<file path="src/rtl/oled_init_pkg.sv">
package oled_init_pkg;
  localparam int BYTE_W = 8;

  typedef enum logic [4:0] {
    ST_CTR_OP, ST_CTR_ARG, ST_SEG, ST_COM,
    ST_MUX_OP, ST_MUX_ARG, ST_OFS_OP, ST_OFS_ARG,
    ST_CLK_OP, ST_CLK_ARG, ST_AREA_OP, ST_AREA_ARG,
    ST_PRE_OP, ST_PRE_ARG, ST_PINS_OP, ST_PINS_ARG,
    ST_VCH_OP, ST_VCH_ARG, ST_PUMP_OP, ST_PUMP_ARG,
    ST_LUT_OP, ST_LUT_ENT, ST_ADDR_OP, ST_ADDR_ARG
  } step_e;

  localparam logic [7:0] OP_CONTRAST = 8'h81;
  localparam logic [7:0] OP_SEG      = 8'hA0;
  localparam logic [7:0] OP_COM      = 8'hC0;
  localparam logic [7:0] OP_MUX      = 8'hA8;
  localparam logic [7:0] OP_OFFSET   = 8'hD3;
  localparam logic [7:0] OP_CLOCK    = 8'hD5;
  localparam logic [7:0] OP_AREA     = 8'hD8;
  localparam logic [7:0] OP_PRECHG   = 8'hD9;
  localparam logic [7:0] OP_PINS     = 8'hDA;
  localparam logic [7:0] OP_VCOMH    = 8'hDB;
  localparam logic [7:0] OP_PUMP     = 8'h8D;
  localparam logic [7:0] OP_LUT      = 8'h91;
  localparam logic [7:0] OP_ADDR     = 8'h20;
endpackage

</file>
<file path="src/rtl/oled_step_ctrl.sv">
module oled_step_ctrl
  import oled_init_pkg::*;
#(
  parameter int LUT_N = 4,
  localparam int IW = (LUT_N > 1) ? $clog2(LUT_N) : 1
) (
  input  logic          clk_i,
  input  logic          rst_ni,
  input  logic          start_i,
  input  logic          ready_i,
  input  logic          skip_area_i,
  input  logic          skip_lut_i,
  output step_e         step_o,
  output logic [IW-1:0] lut_idx_o,
  output logic          run_o,
  output logic          valid_o,
  output logic          done_o
);
  step_e         step_q;
  logic [IW-1:0] idx_q;
  logic          run_q, done_q;
  logic          in_area, in_lut, skip, adv, last;

  assign in_area = (step_q == ST_AREA_OP) || (step_q == ST_AREA_ARG);
  assign in_lut  = (step_q == ST_LUT_OP) || (step_q == ST_LUT_ENT);
  assign skip    = (in_area && skip_area_i) || (in_lut && skip_lut_i);
  assign adv     = run_q && (skip || ready_i);
  assign last    = (step_q == ST_ADDR_ARG);

  always_ff @(posedge clk_i or negedge rst_ni) begin
    if (!rst_ni) begin
      step_q <= ST_CTR_OP;
      idx_q  <= '0;
      run_q  <= 1'b0;
      done_q <= 1'b0;
    end else begin
      done_q <= adv && last;
      if (!run_q) begin
        if (start_i) begin
          run_q  <= 1'b1;
          step_q <= ST_CTR_OP;
          idx_q  <= '0;
        end
      end else if (adv) begin
        if (last) begin
          run_q <= 1'b0;
        end else if (step_q == ST_LUT_ENT && !skip && idx_q != IW'(LUT_N - 1)) begin
          idx_q <= idx_q + 1'b1;
        end else begin
          step_q <= step_e'(5'(step_q) + 5'd1);
          idx_q  <= '0;
        end
      end
    end
  end

  assign step_o    = step_q;
  assign lut_idx_o = idx_q;
  assign run_o     = run_q;
  assign valid_o   = run_q && !skip;
  assign done_o    = done_q;
endmodule

</file>
<file path="src/rtl/oled_byte_fmt.sv">
module oled_byte_fmt
  import oled_init_pkg::*;
#(
  parameter int LUT_N = 4,
  localparam int IW = (LUT_N > 1) ? $clog2(LUT_N) : 1
) (
  input  step_e                 step_i,
  input  logic [IW-1:0]         lut_idx_i,
  input  logic [7:0]            contrast_i,
  input  logic [7:0]            height_i,
  input  logic [7:0]            com_offset_i,
  input  logic [4:0]            clk_div_i,
  input  logic [3:0]            clk_frq_i,
  input  logic [3:0]            pre1_i,
  input  logic [3:0]            pre2_i,
  input  logic [7:0]            vcomh_i,
  input  logic                  seg_remap_i,
  input  logic                  com_inv_i,
  input  logic                  com_seq_i,
  input  logic                  com_lr_i,
  input  logic                  area_color_i,
  input  logic                  low_power_i,
  input  logic                  pump_need_i,
  input  logic [8*LUT_N-1:0]    lut_i,
  input  logic                  page_mode_i,
  output logic [BYTE_W-1:0]     byte_o
);
  logic [4:0] div_m1;
  logic [7:0] area_arg;
  logic [7:0] lut_byte;

  assign div_m1   = clk_div_i - 5'd1;
  assign area_arg = (area_color_i ? 8'h1E : 8'h00) | (low_power_i ? 8'h05 : 8'h00);

  always_comb begin
    lut_byte = 8'h00;
    for (int i = 0; i < LUT_N; i++)
      if (lut_idx_i == IW'(i)) lut_byte = lut_i[8*i +: 8];
  end

  always_comb begin
    unique case (step_i)
      ST_CTR_OP:   byte_o = OP_CONTRAST;
      ST_CTR_ARG:  byte_o = contrast_i;
      ST_SEG:      byte_o = OP_SEG | {7'd0, seg_remap_i};
      ST_COM:      byte_o = OP_COM | {4'd0, com_inv_i, 3'd0};
      ST_MUX_OP:   byte_o = OP_MUX;
      ST_MUX_ARG:  byte_o = height_i - 8'd1;
      ST_OFS_OP:   byte_o = OP_OFFSET;
      ST_OFS_ARG:  byte_o = com_offset_i;
      ST_CLK_OP:   byte_o = OP_CLOCK;
      ST_CLK_ARG:  byte_o = {clk_frq_i, div_m1[3:0]};
      ST_AREA_OP:  byte_o = OP_AREA;
      ST_AREA_ARG: byte_o = area_arg;
      ST_PRE_OP:   byte_o = OP_PRECHG;
      ST_PRE_ARG:  byte_o = {pre2_i, pre1_i};
      ST_PINS_OP:  byte_o = OP_PINS;
      ST_PINS_ARG: byte_o = {2'b00, com_lr_i, ~com_seq_i, 4'b0010};
      ST_VCH_OP:   byte_o = OP_VCOMH;
      ST_VCH_ARG:  byte_o = vcomh_i;
      ST_PUMP_OP:  byte_o = OP_PUMP;
      ST_PUMP_ARG: byte_o = {3'b000, 1'b1, 1'b0, pump_need_i, 2'b00};
      ST_LUT_OP:   byte_o = OP_LUT;
      ST_LUT_ENT:  byte_o = lut_byte;
      ST_ADDR_OP:  byte_o = OP_ADDR;
      ST_ADDR_ARG: byte_o = page_mode_i ? 8'h02 : 8'h00;
      default:     byte_o = 8'h00;
    endcase
  end
endmodule

</file>
<file path="src/rtl/oled_init_seq.sv">
module oled_init_seq
  import oled_init_pkg::*;
#(
  parameter int LUT_N = 4,
  localparam int IW = (LUT_N > 1) ? $clog2(LUT_N) : 1
) (
  input  logic               clk_i,
  input  logic               rst_ni,
  input  logic               start_i,
  input  logic [7:0]         contrast_i,
  input  logic [7:0]         height_i,
  input  logic [7:0]         com_offset_i,
  input  logic [4:0]         clk_div_i,
  input  logic [3:0]         clk_frq_i,
  input  logic [3:0]         pre1_i,
  input  logic [3:0]         pre2_i,
  input  logic [7:0]         vcomh_i,
  input  logic               seg_remap_i,
  input  logic               com_inv_i,
  input  logic               com_seq_i,
  input  logic               com_lr_i,
  input  logic               area_color_i,
  input  logic               low_power_i,
  input  logic               pump_need_i,
  input  logic               lut_en_i,
  input  logic [8*LUT_N-1:0] lut_i,
  input  logic               page_mode_i,
  input  logic               ready_i,
  output logic               valid_o,
  output logic [7:0]         data_o,
  output logic               dc_o,
  output logic               busy_o,
  output logic               done_o
);
  step_e         step;
  logic [IW-1:0] lut_idx;
  logic          run;

  oled_step_ctrl #(.LUT_N(LUT_N)) u_ctrl (
    .clk_i       (clk_i),
    .rst_ni      (rst_ni),
    .start_i     (start_i),
    .ready_i     (ready_i),
    .skip_area_i (!(area_color_i || low_power_i)),
    .skip_lut_i  (!lut_en_i),
    .step_o      (step),
    .lut_idx_o   (lut_idx),
    .run_o       (run),
    .valid_o     (valid_o),
    .done_o      (done_o)
  );

  oled_byte_fmt #(.LUT_N(LUT_N)) u_fmt (
    .step_i       (step),
    .lut_idx_i    (lut_idx),
    .contrast_i   (contrast_i),
    .height_i     (height_i),
    .com_offset_i (com_offset_i),
    .clk_div_i    (clk_div_i),
    .clk_frq_i    (clk_frq_i),
    .pre1_i       (pre1_i),
    .pre2_i       (pre2_i),
    .vcomh_i      (vcomh_i),
    .seg_remap_i  (seg_remap_i),
    .com_inv_i    (com_inv_i),
    .com_seq_i    (com_seq_i),
    .com_lr_i     (com_lr_i),
    .area_color_i (area_color_i),
    .low_power_i  (low_power_i),
    .pump_need_i  (pump_need_i),
    .lut_i        (lut_i),
    .page_mode_i  (page_mode_i),
    .byte_o       (data_o)
  );

  assign busy_o = run;
  assign dc_o   = ~run;
endmodule

</file>
<file path="config.mk">
export PLATFORM = sky130hd
export DESIGN_NAME = oled_init_seq
export DESIGN_NICKNAME = d
export VERILOG_FILES = /design/src/rtl/oled_init_pkg.sv /design/src/rtl/oled_step_ctrl.sv /design/src/rtl/oled_byte_fmt.sv /design/src/rtl/oled_init_seq.sv
export SDC_FILE = /design/constraint.sdc
export NUM_CORES = 1
export LEC_CHECK = 0
export ABC_AREA = 1
export CAP_MARGIN = 20
export CORE_UTILIZATION = 40
export DETAILED_ROUTE_END_ITERATION = 10
export MAX_ROUTING_LAYER = met4
export PLACE_DENSITY = 0.86
export SETUP_SLACK_MARGIN = 0.5
export SYNTH_ARGS = -nofsm -noshare
export SYNTH_HDL_FRONTEND = slang
export SYNTH_HIERARCHICAL = 1
export SYNTH_SLANG_ARGS = --single-unit
</file>
<file path="constraint.sdc">
create_clock -name clk_i -period 2.15 [get_ports clk_i]
set_input_delay 0.43 -clock clk_i [delete_from_list [all_inputs] [get_ports clk_i]]
set_output_delay 0.43 -clock clk_i [all_outputs]
set_load 0.005 [all_outputs]
</file>
==> metrics <==
port bufs=about 100; Slew @ Worst Pin=around 0.60 ns; die width=between 70 and 80 um; first-pass GRT wire length=roughly 18000 um; Post-Syn Nets=a little under 500; worst hold path class=input pin to asynchronous set/reset pin; P_int=0.002011 W; max_slew headroom=around 60%; layout cells sized above 1=35.85%; dominant cells by area after synthesis=nand2_1 25%, dfrtp_1 11%, inv_1 11%; CP Class=flip-flop to flip-flop; final WL=14170 um; RSZ-0062 raised after global routing=yes; height of the die=around 73 um; Area Overhead vs Synth=110.6%; # DRC=0; grt ovf=0; ys async rst share=100.0%; routed vias/inst=around 6.1; Max stage delay on crit path=0.52 ns; critical path's most frequent cell=buf_6; CTS root buffer=clkbuf_8; clock latency on the worst-skew pair=0.26 ns; fill cell total of the finished layout=about 250; critical path peak fanout=6; 1st-iter DRT viols=700; crit-path leading delay family=simple AND/OR/NAND/NOR gates; Placed Cells=604; failing checks=negative setup slack; Setup crit end kind=flip-flop; synth warn=6; antenna-violating nets left=0; DRT met1 WL=approximately 4600 um; n_diodes=0; switching part of the total=about 54%; most common cell after layout, fill and taps aside=nand2_1; Final GP Congestion=~0.98; antenna violations before repair=0; Worst Clk Skew=about 0.0029 ns; largest net degree at the start of global routing=13; Post-Syn Instances=between 300 and 400; area of the die=between 5000 and 6000 um2; Flop pwr share=~7.3%; Pins Over Slew Limit=0; reg-to-reg slack, setup=-0.43 ns; Setup-failing EPs final=13; Met3 Wirelength=between 2000 and 2500 um; r2r startpoint=u_ctrl/step_o[2]$_DFFE_PN0P_; Power Density=roughly 1000 nW/um2; DP Wirelength=around 7000 um; all-layer global routing usage=between 40% and 50%; WP buf/inv=4; status=complete, but fails checks; Worst path slowest cell=o21bai_1; DR WL/cell=21.80 um; clk slew on worst S/H paths=approximately 0.06 ns; Fin. Hold Viols=0; Comb power frac=between 80 and 90%; critical-path cell list=buf_12 > buf_4 > nor2_1 > nand3_2 > buf_6 > buf_6 > nand3_4 > nand2_4 > o21bai_1 > nand2_1; Post-Layout Inst Area=about 4300 um2; Num CTS Buffers=3; Core Box Area=around 4800 um2; post-placement cell area=about 3500 um2; CTS tree=built; FF+latch count, synth=9; Register-to-Register Path Depth=10; fin cells=650; Max Clock Freq=0.3869 GHz; setup_tns=-1.970 ns; clock tree sinks=9; worst-case clock buffer depth=2; Critical Path RT=approximately 2.3 ns; ys flop type=dfrtp_1; most frequent cells in the layout=114 x nand2_1, 88 x clkdlybuf4s50_1, 51 x buf_4; P_sw=roughly 0.0023 W; Post-Syn Area=2033 um2; RR Endpoint=u_ctrl/step_o[3]$_DFFE_PN0P_; vias in the first global route=3519; Final nets=between 600 and 700; top-area cell type share of the netlist area=between 20% and 30%; Starting Density=about 42%; Mean Syn Cell Area=5.160 um2; Worst Path Arrival=around 2.7 ns; WL met2=between 5000 and 6000 um; Synth cell types=27; DR top layer=met4; area leader, netlist=nand2_1; Via Count=between 3000 and 4000; drt first pass iters=6; clock power share=under 10%; final period utilization=120.2%; EDFF count, synth=0; Rows=25; htree depth=1; worst setup margin=-0.4350 ns; Max-Cap Viols=0; nature of the critical path startpoint=flip-flop; Worst VDD drop=slightly above 1 mV; Pleak=between 2 and 2.5 nW; min Tclk post-route=between 2 and 3 ns; I/O Pins=roughly 110; Seq/Total Area, Yosys=11.08%
flip-flops by register name, summed over array words and instances (netlist names):
signal,count
u_ctrl/run_o,1
u_ctrl/lut_idx_o,2
u_ctrl/done_o,1
u_ctrl/step_o,5
what timing repair did:
item | CTS | global route
endpoints found under the setup margin | 19 | 18
setup buffers | 37 | 5
hold buffers | 0 | 0
gates resized for setup | 155 | 27
pin swaps | 52 | 16
per-stage QoR:
step | total power (W) | util [%] | worst slack (ns) | hold slack [ns]
global route | 0.004457 | 88.91 | -0.4027 | 0.5453
CTS | 0.003676 | 86.18 | 0.001648 | 0.5061
finish | 0.004350 | 88.91 | -0.4350 | 0.5013
global placement | 0.002750 | 72.21 | -0.4612 | 0.5759
floorplan | 0.001511 | - | 0.5029 | 0.1344
detailed placement | 0.002793 | 72.21 | -0.5102 | 0.6918
cell families (layout without fill, tap and decap cells):
group | Yosys count | count (layout) | share of synthesized area, %
buffers and inverters | 65 | 254 | 12.12
xor gates and xnor gates | 2 | 2 | 0.8617
DFF | 9 | 9 | 11.08
adders and majority gates | 7 | 7 | 4.307
AOI/OAI and AO/OA | 36 | 36 | 10.22
and+or+nand+nor | 275 | 275 | 61.42
layer usage:
| metal | up-vias | track usage, % |
|---|---|---|
| met4 | 0 | 26.28 |
| li1 | 1625 | - |
| met3 | 191 | 7.819 |
| met1 | 1716 | 51.25 |
| met5 | - | - |
| met2 | 431 | 75.00 |
worst max-delay path by stage:
stage | from | to | slack (ns) | cells past startpoint
5_1_grt | u_ctrl/step_o[2]$_DFFE_PN0P_ | u_ctrl/step_o[3]$_DFFE_PN0P_ | -0.40 | 10
6_report | u_ctrl/step_o[2]$_DFFE_PN0P_ | u_ctrl/step_o[3]$_DFFE_PN0P_ | -0.43 | 10
2_1_floorplan | u_ctrl/step_o[3]$_DFFE_PN0P_ | data_o[0] | 0.50 | 9
3_5_place_dp | height_i[0] | data_o[6] | -0.51 | 10
4_1_cts | u_ctrl/step_o[2]$_DFFE_PN0P_ | data_o[3] | 0.002 | 11
3_3_place_gp | height_i[0] | data_o[6] | -0.46 | 10
synthesized netlist by cell type, types with 4 or more instances:
library cell and n:
o21ai_0 16, nand4_1 12, dfrtp_1 9, nand3_1 40
nor2_2 7, inv_1 58, o211ai_1 4, nand2_1 135
inv_2 5, o21bai_1 6, nor2_1 57, ha_1 7
nor2_4 6, a21oi_1 6, nand2_2 5
power by group through the flow:
| stage | Clock [W] | Sequential, W | Combinational [W] |
|---|---|---|---|
| 2_1_floorplan | 0 | 0.000343 | 0.00117 |
| 5_1_grt | 0.000241 | 0.000332 | 0.00388 |
| 6_report | 0.000241 | 0.000320 | 0.00379 |
| 4_1_cts | 0.000204 | 0.000307 | 0.00316 |
| 3_3_place_gp | 0 | 0.000295 | 0.00245 |
| 3_5_place_dp | 0 | 0.000296 | 0.00250 |
final cells by class:
type                            instances  area (um2)  share of cell area [%]
Inverter                               64       269.0                   6.281
Sequential cell                         9       234.0                   5.463
Clock buffer                            4       45.04                   1.052
Timing Repair Buffer                  186        1762                   41.13
Multi-Input combinational cell        320        1889                   44.11
Tap cell                               67       83.83                   1.957
(Power assumes the default switching activity.)
